`config.mk`:
```
export PLATFORM = sky130hd
export DESIGN_NAME = link_order_monitor
export DESIGN_NICKNAME = d
export VERILOG_FILES = /design/src/rtl/lom_pkg.sv /design/src/rtl/lom_fetch_tracker.sv /design/src/rtl/lom_read_window.sv /design/src/rtl/lom_viol_counter.sv /design/src/rtl/link_order_monitor.sv
export SDC_FILE = /design/constraint.sdc
export NUM_CORES = 1
export LEC_CHECK = 0
export CORE_AREA = 8 8 45 47
export DETAILED_ROUTE_END_ITERATION = 16
export DIE_AREA = 0 0 53 55
export GPL_TIMING_DRIVEN = 1
export HOLD_SLACK_MARGIN = 0.15
export SETUP_SLACK_MARGIN = 0.4
export SYNTH_ARGS = -nofsm -noshare
export SYNTH_HDL_FRONTEND = slang
export SYNTH_SLANG_ARGS = --single-unit
```
`constraint.sdc`:
```
create_clock -name clk -period 2.1 [get_ports clk]
set_clock_uncertainty 0.2 [all_clocks]
set_input_delay 0.315 -clock clk [delete_from_list [all_inputs] [get_ports clk]]
set_output_delay 0.315 -clock clk [all_outputs]
set_load 0.02 [all_outputs]
```
`src/rtl/lom_pkg.sv`:
```
package lom_pkg;

  // A bus tick fetches a write only if that write was already pending.
  function automatic logic fetch_event(input logic bus_t, input logic pend);
    return bus_t & pend;
  endfunction

  // A new write while the old one is unfetched and no bus tick now.
  function automatic logic write_gap(input logic wr_t, input logic bus_t,
                                     input logic pend);
    return wr_t & pend & ~bus_t;
  endfunction

  // Closing fetch of an interval that saw no read, the bound read counting.
  function automatic logic read_gap(input logic ff, input logic opened,
                                    input logic rd_seen, input logic rd_t);
    return ff & opened & ~(rd_seen | rd_t);
  endfunction

endpackage

```
`src/rtl/lom_fetch_tracker.sv`:
```
module lom_fetch_tracker
  import lom_pkg::*;
(
  input  logic clk,
  input  logic rst_n,
  input  logic wr_tick,
  input  logic bus_tick,
  output logic wr_pend,
  output logic ff_evt,
  output logic gap_evt,
  output logic err
);

  assign ff_evt  = fetch_event(bus_tick, wr_pend);
  assign gap_evt = write_gap(wr_tick, bus_tick, wr_pend);

  always_ff @(posedge clk or negedge rst_n) begin
    if (!rst_n) begin
      wr_pend <= 1'b0;
      err     <= 1'b0;
    end else begin
      wr_pend <= wr_tick | (wr_pend & ~bus_tick);
      err     <= err | gap_evt;
    end
  end

endmodule

```
`src/rtl/lom_read_window.sv`:
```
module lom_read_window
  import lom_pkg::*;
(
  input  logic clk,
  input  logic rst_n,
  input  logic ff_evt,
  input  logic rd_tick,
  output logic gap_evt,
  output logic err
);

  logic opened;   // at least one first fetch seen
  logic rd_seen;  // read tick strictly after the latest first fetch

  assign gap_evt = read_gap(ff_evt, opened, rd_seen, rd_tick);

  always_ff @(posedge clk or negedge rst_n) begin
    if (!rst_n) begin
      opened  <= 1'b0;
      rd_seen <= 1'b0;
      err     <= 1'b0;
    end else begin
      opened  <= opened | ff_evt;
      rd_seen <= ff_evt ? 1'b0 : (rd_seen | rd_tick);
      err     <= err | gap_evt;
    end
  end

endmodule

```
`src/rtl/lom_viol_counter.sv`:
```
module lom_viol_counter #(
  parameter int CNT_W = 4
) (
  input  logic             clk,
  input  logic             rst_n,
  input  logic             evt_a,
  input  logic             evt_b,
  output logic [CNT_W-1:0] cnt
);

  localparam logic [CNT_W:0] MAX_W = {1'b0, {CNT_W{1'b1}}};

  function automatic logic [CNT_W-1:0] sat_add(input logic [CNT_W-1:0] c,
                                               input logic [1:0] inc);
    logic [CNT_W:0] sum;
    sum = {1'b0, c} + {{(CNT_W-1){1'b0}}, inc};
    return (sum > MAX_W) ? MAX_W[CNT_W-1:0] : sum[CNT_W-1:0];
  endfunction

  logic [1:0] inc;
  assign inc = {1'b0, evt_a} + {1'b0, evt_b};

  always_ff @(posedge clk or negedge rst_n) begin
    if (!rst_n) cnt <= '0;
    else        cnt <= sat_add(cnt, inc);
  end

endmodule

```
`src/rtl/link_order_monitor.sv`:
```
module link_order_monitor #(
  parameter int CNT_W = 4
) (
  input  logic             clk,
  input  logic             rst_n,
  input  logic             wr_tick,
  input  logic             bus_tick,
  input  logic             rd_tick,
  output logic             wr_err,
  output logic             rd_err,
  output logic [CNT_W-1:0] viol_cnt
);

  logic wr_pend;
  logic ff_evt;
  logic wgap_evt;
  logic rgap_evt;

  lom_fetch_tracker u_fetch (
    .clk(clk), .rst_n(rst_n), .wr_tick(wr_tick), .bus_tick(bus_tick),
    .wr_pend(wr_pend), .ff_evt(ff_evt), .gap_evt(wgap_evt), .err(wr_err)
  );

  lom_read_window u_rwin (
    .clk(clk), .rst_n(rst_n), .ff_evt(ff_evt), .rd_tick(rd_tick),
    .gap_evt(rgap_evt), .err(rd_err)
  );

  lom_viol_counter #(.CNT_W(CNT_W)) u_cnt (
    .clk(clk), .rst_n(rst_n), .evt_a(wgap_evt), .evt_b(rgap_evt),
    .cnt(viol_cnt)
  );

endmodule

```
### After elaboration in Yosys (flattened, before gate mapping)

Cells that the tools add are included.

* $lt $le $gt $ge: 1
* bitwise gates (word level): 13
* multiplexer cells: 2
* add/subtract/negate cells: 2

Operators with widths (number)
* $and 1x1->1: 6
* $add 4x2->5: 1
* $gt 5x4->1 const B: 1
* $or 1x1->1: 5
* $mux 4: 1
* $add 1x1->2: 1
* $not 1->1: 2
* $mux 1: 1

* flip-flop bits (word level): 9
* output and inout bits: 6

### Depth between registers and ports, before layout

* depth in word-level cells: 7
* mapped depth: 6

### By module

A second synthesis with hierarchy kept.

* cell total of the unflattened synthesis: 30
* area total of the unflattened synthesis: 376.6 µm²

Modules (own cells, without submodules)
* lom_viol_counter: instances 1, area an instance 186.4 µm², cells an instance 15
* lom_read_window: instances 1, area an instance 106.4 µm², cells an instance 8
* lom_fetch_tracker: instances 1, area an instance 83.8 µm², cells an instance 7

### Least setup slack after synthesis

Ideal clock, no wire load.

* kind: reg-to-reg
* from: register u_fetch.wr_pend
* to: register u_cnt.cnt[3]
* stages on the path, launching flop included: 6
* clock period less this slack: 1.811 ns
* slack: 0.289 ns
* setup time: 0.147 ns
* arrival time: 1.464 ns
* buffers on the path: 0
* cell sequence: dfrtp_1 -> and3b_1 -> fa_1 -> ha_1 -> nor2b_1 -> a41oi_1

* word-level cells in the longest chain between the ends: 7
* elaborated cells on any way between the ends: 9
* classes of those cells: add/sub (2); order compare (1); mux (1); bitwise (5)

RTL lines
* start, declared: line lom_fetch_tracker.sv:8 `output logic wr_pend,`
* start signal, assigned: line lom_fetch_tracker.sv:22 `wr_pend <= wr_tick | (wr_pend & ~bus_tick);`
* $and 1x1->1: line lom_pkg.sv:5 `return bus_t & pend;`
* $and 1x1->1 (2 in series): line lom_pkg.sv:17 `return ff & opened & ~(rd_seen | rd_t);`
* $add 1x1->2 *: line lom_viol_counter.sv:21 `assign inc = {1'b0, evt_a} + {1'b0, evt_b};`
* $add 4x2->5 *: line lom_viol_counter.sv:16 `sum = {1'b0, c} + {{(CNT_W-1){1'b0}}, inc};`
* $gt 5x4->1: line lom_viol_counter.sv:17 `return (sum > MAX_W) ? MAX_W[CNT_W-1:0] : sum[CNT_W-1:0];`
* $mux 4 *: line lom_viol_counter.sv:17
* end signal, assigned: line lom_viol_counter.sv:25 `else cnt <= sat_add(cnt, inc);`
* end, declared: line lom_viol_counter.sv:8 `output logic [CNT_W-1:0] cnt`

Mark *: on every way between the ends. The rest lies on a longest branch, timed or not.

### Worst setup path in the final report

Ends and elaborated chain as after synthesis.

==> flow_summary.yaml <==
global_routing:
  grt_usage: 0.0776
  grt_pass1_vias: 351
  antenna_found_initial: 0
  grt_start_max_net_pins: 10
  overflow: 0
  grt_pass1_wl_um: 1560
worst_hold_path:
  hold_class: "input pin to async pin"
placed_design:
  port-buffer-count: 10
  gp_congestion: 0.642
  placed_area_um2: 536
  hpwl_um: 704
  place_inst: 58
cells_and_area:
  diodes: 0
  fin_util: 0.411
  final_cells: 63
  drive_gt1_frac: 0.319
  fin_area_um2: 569
  nets: 55
  area_growth_pct: 51.2
synth:
  synth_area_um2: 377
  synth_fa_ha_area_frac: 0.0864
  yosys_warnings: 0
  synthXorXnorAreaFrac: 0
  syn-instance-count: 29
  ys_seq_area_frac: 0.598
  syn_nets: 36
  ys_ff_latch: 9
  synth_compound_area_frac: 0.140
  yosys.area.top_type: "dfrtp_1"
  synthDistinctLibCells: 17
  synth_mux_area_frac: 0
  syn_area_per_cell_um2: 13.0
  synth_top_family_by_area: "simple AND/OR/NAND/NOR gates"
  yosys-top-cells-area: "dfrtp_1 60%, fa_1 5.3%, ha_1 3.3%, nand2b_1 3.3%, nor2b_1 3.3%"
  synthSimpleGateAreaFrac: 0.166
  synth_top_area_share: 0.598
routing:
  drc: 0
  dr.pass1.iters: 3
  vias: 295
  drt_iter0_markers: 5
  drtAntennaViolNets: 0
  routed_via_density: 4.68
  routed_wl_um: 910
  wl_per_cell_um: 14.4
sta:
  whs_ns: 0.159
  finalCritPeriodShare: 0.831
  hold_viol: 0
  worst_pin_slew_ns: 0.423
  rsz0062_at_grt: "yes"
  period_needed_ns: 1.74
  slew_headroom: 0.717
  setup_tns_ns: 0
  setup_violations: 0
  fmax_mhz: 573
  drv_slew: 0
power_and_ir_drop:
  ir_worst_vdd_mv: 0.481
  p_leak_nw: 0.246
  powerDensity_mw_per_mm2: 1130
die:
  rows: 14
  initial_core_util: 0.272
  design.portCount: 11
  die_w_um: 53
  coreArea_mm2: 0.00138
  die_y_um: 55
  die_area_mm2: 0.00292
worst_setup_path:
  crit_type: "flop to flop"
  r2r-start: "u_fetch.wr_pend"
  cp-start-kind: "flop"
  critPathMaxFanout: 4
  critical_path_arrival_ns: 1.67
  worstPathRequired_ns: 2.02
  critPathCaptureType: "flop"
  timing.critical_path.from: "u_fetch.wr_pend"
flow_run:
  drv_cap: 0
clock_tree:
  clock_latency_ns: 0.26
  cts_buffers: 3
  htree_levels: 1
  path_clk_slew_ns: 0.06
  cts_root_buf: "clkbuf_4"
  clock-sinks: 9
  clock_path_buffers: 2
  tritoncts: "built"
status:
  status: "completed"
==> metal layers <==
layer | share of wire | track usage | wire (um) | up-vias
li1 | - | - | - | 141
met1 | 0.42 | 0.0789 | 386 | 143
met2 | 0.47 | 0.125 | 430 | 11
met3 | 0.10 | 0.0294 | 93 | 0
met4 | 0 | 0.0647 | 0 | 0
met5 | 0 | 0 | 0 | -
==> repair_timing <==
action                     CTS  global route
pin swaps                    3             4
setup endpoints to repair   10             4
hold endpoints to repair     0             0
resized for setup           12             0
hold buffers                 0             0
buffers inserted             1             0
==> critical path: stages (launching register included) <==
cell and delay, ns:
dfrtp_1 0.41, and3b_2 0.23, fa_2 0.38, ha_4 0.18, nor2b_1 0.11, a41oi_1 0.10
==> cell type report <==
class / count / area (um^2)
well taps: 16 / 20.0
fillers: 145 / 815
clock buffers: 4 / 26.3
repair buffers: 14 / 119
flip-flops and latches: 9 / 225
multi-input cells: 19 / 175
inverters: 1 / 3.75
==> where the power goes <==
| part | internal [mW] | total [mW] | switching (mW) |
|---|---|---|---|
| Clock | 0.0731 | 0.131 | 0.0578 |
| Sequential | 0.217 | 0.273 | 0.0559 |
| Combinational | 0.119 | 0.238 | 0.119 |
==> cells in the mapped netlist (all sizes together) <==
master  number
dfrtp        9
a21o         2
a21oi        2
nand2b       2
nor2         2
nor2b        2
a31oi        1
a41o         1
a41oi        1
and3b        1
and4         1
fa           1
ha           1
inv          1
nand3        1
or2          1
==> stage by stage <==
stage                     total power, mW  setup slack [ns]
after detailed placement            0.524           -0.0872
after CTS                           0.655             0.273
after floorplan                     0.391             0.421
after global routing                0.690             0.279
after global placement              0.511           -0.0458
final                               0.642             0.356
==> cell usage in the layout (no fill, tap or decap) <==
cell type	n
dlygate4sd2_1	9
and3b_2	1
inv_1	1
a41o_2	1
a21o_1	1
nand3_1	1
nor2_2	1
clkbuf_1	1
nand2b_1	1
ha_4	1
clkbuf_4	3
and4_4	1
a31oi_1	1
a21o_2	1
nor2_1	1
fa_2	1
a21oi_1	2
dfrtp_1	9
a41oi_1	1
nor2b_1	2
or2_1	1
nand2b_4	1
buf_4	4
clkdlybuf4s50_1	1
==> final timing paths <==
kind | endpoint | depth (start not counted) | slack [ns]
worst max-delay path | u_cnt.cnt[3] | 5 | 0.36
worst min-delay path | u_fetch.wr_pend | 1 | 0.16
max in group asynchronous | u_rwin.err | 1 | 1.24
min in group clk | u_fetch.wr_pend | 2 | 0.19
worst min register to register | u_fetch.err | 1 | 0.26
worst max register to register | u_cnt.cnt[3] | 5 | 0.36
==> sequential cells by signal, indices dropped and copies added, names as in the netlist <==
name and count:
u_cnt.cnt 4, u_fetch.err 1, u_fetch.wr_pend 1, u_rwin.err 1
u_rwin.opened 1, u_rwin.rd_seen 1
==> cells by family (layout without fill, tap and decap cells) <==
| logic type | count (synthesis) | in the layout |
|---|---|---|
| buffers and inverters | 1 | 19 |
| AO/OA/AOI/OAI | 7 | 7 |
| flip-flops | 9 | 9 |
| AND/OR/NAND/NOR | 10 | 10 |
| adder cells (fa/ha/maj) | 2 | 2 |
Note: power is estimated with default switching activity, not from simulation.
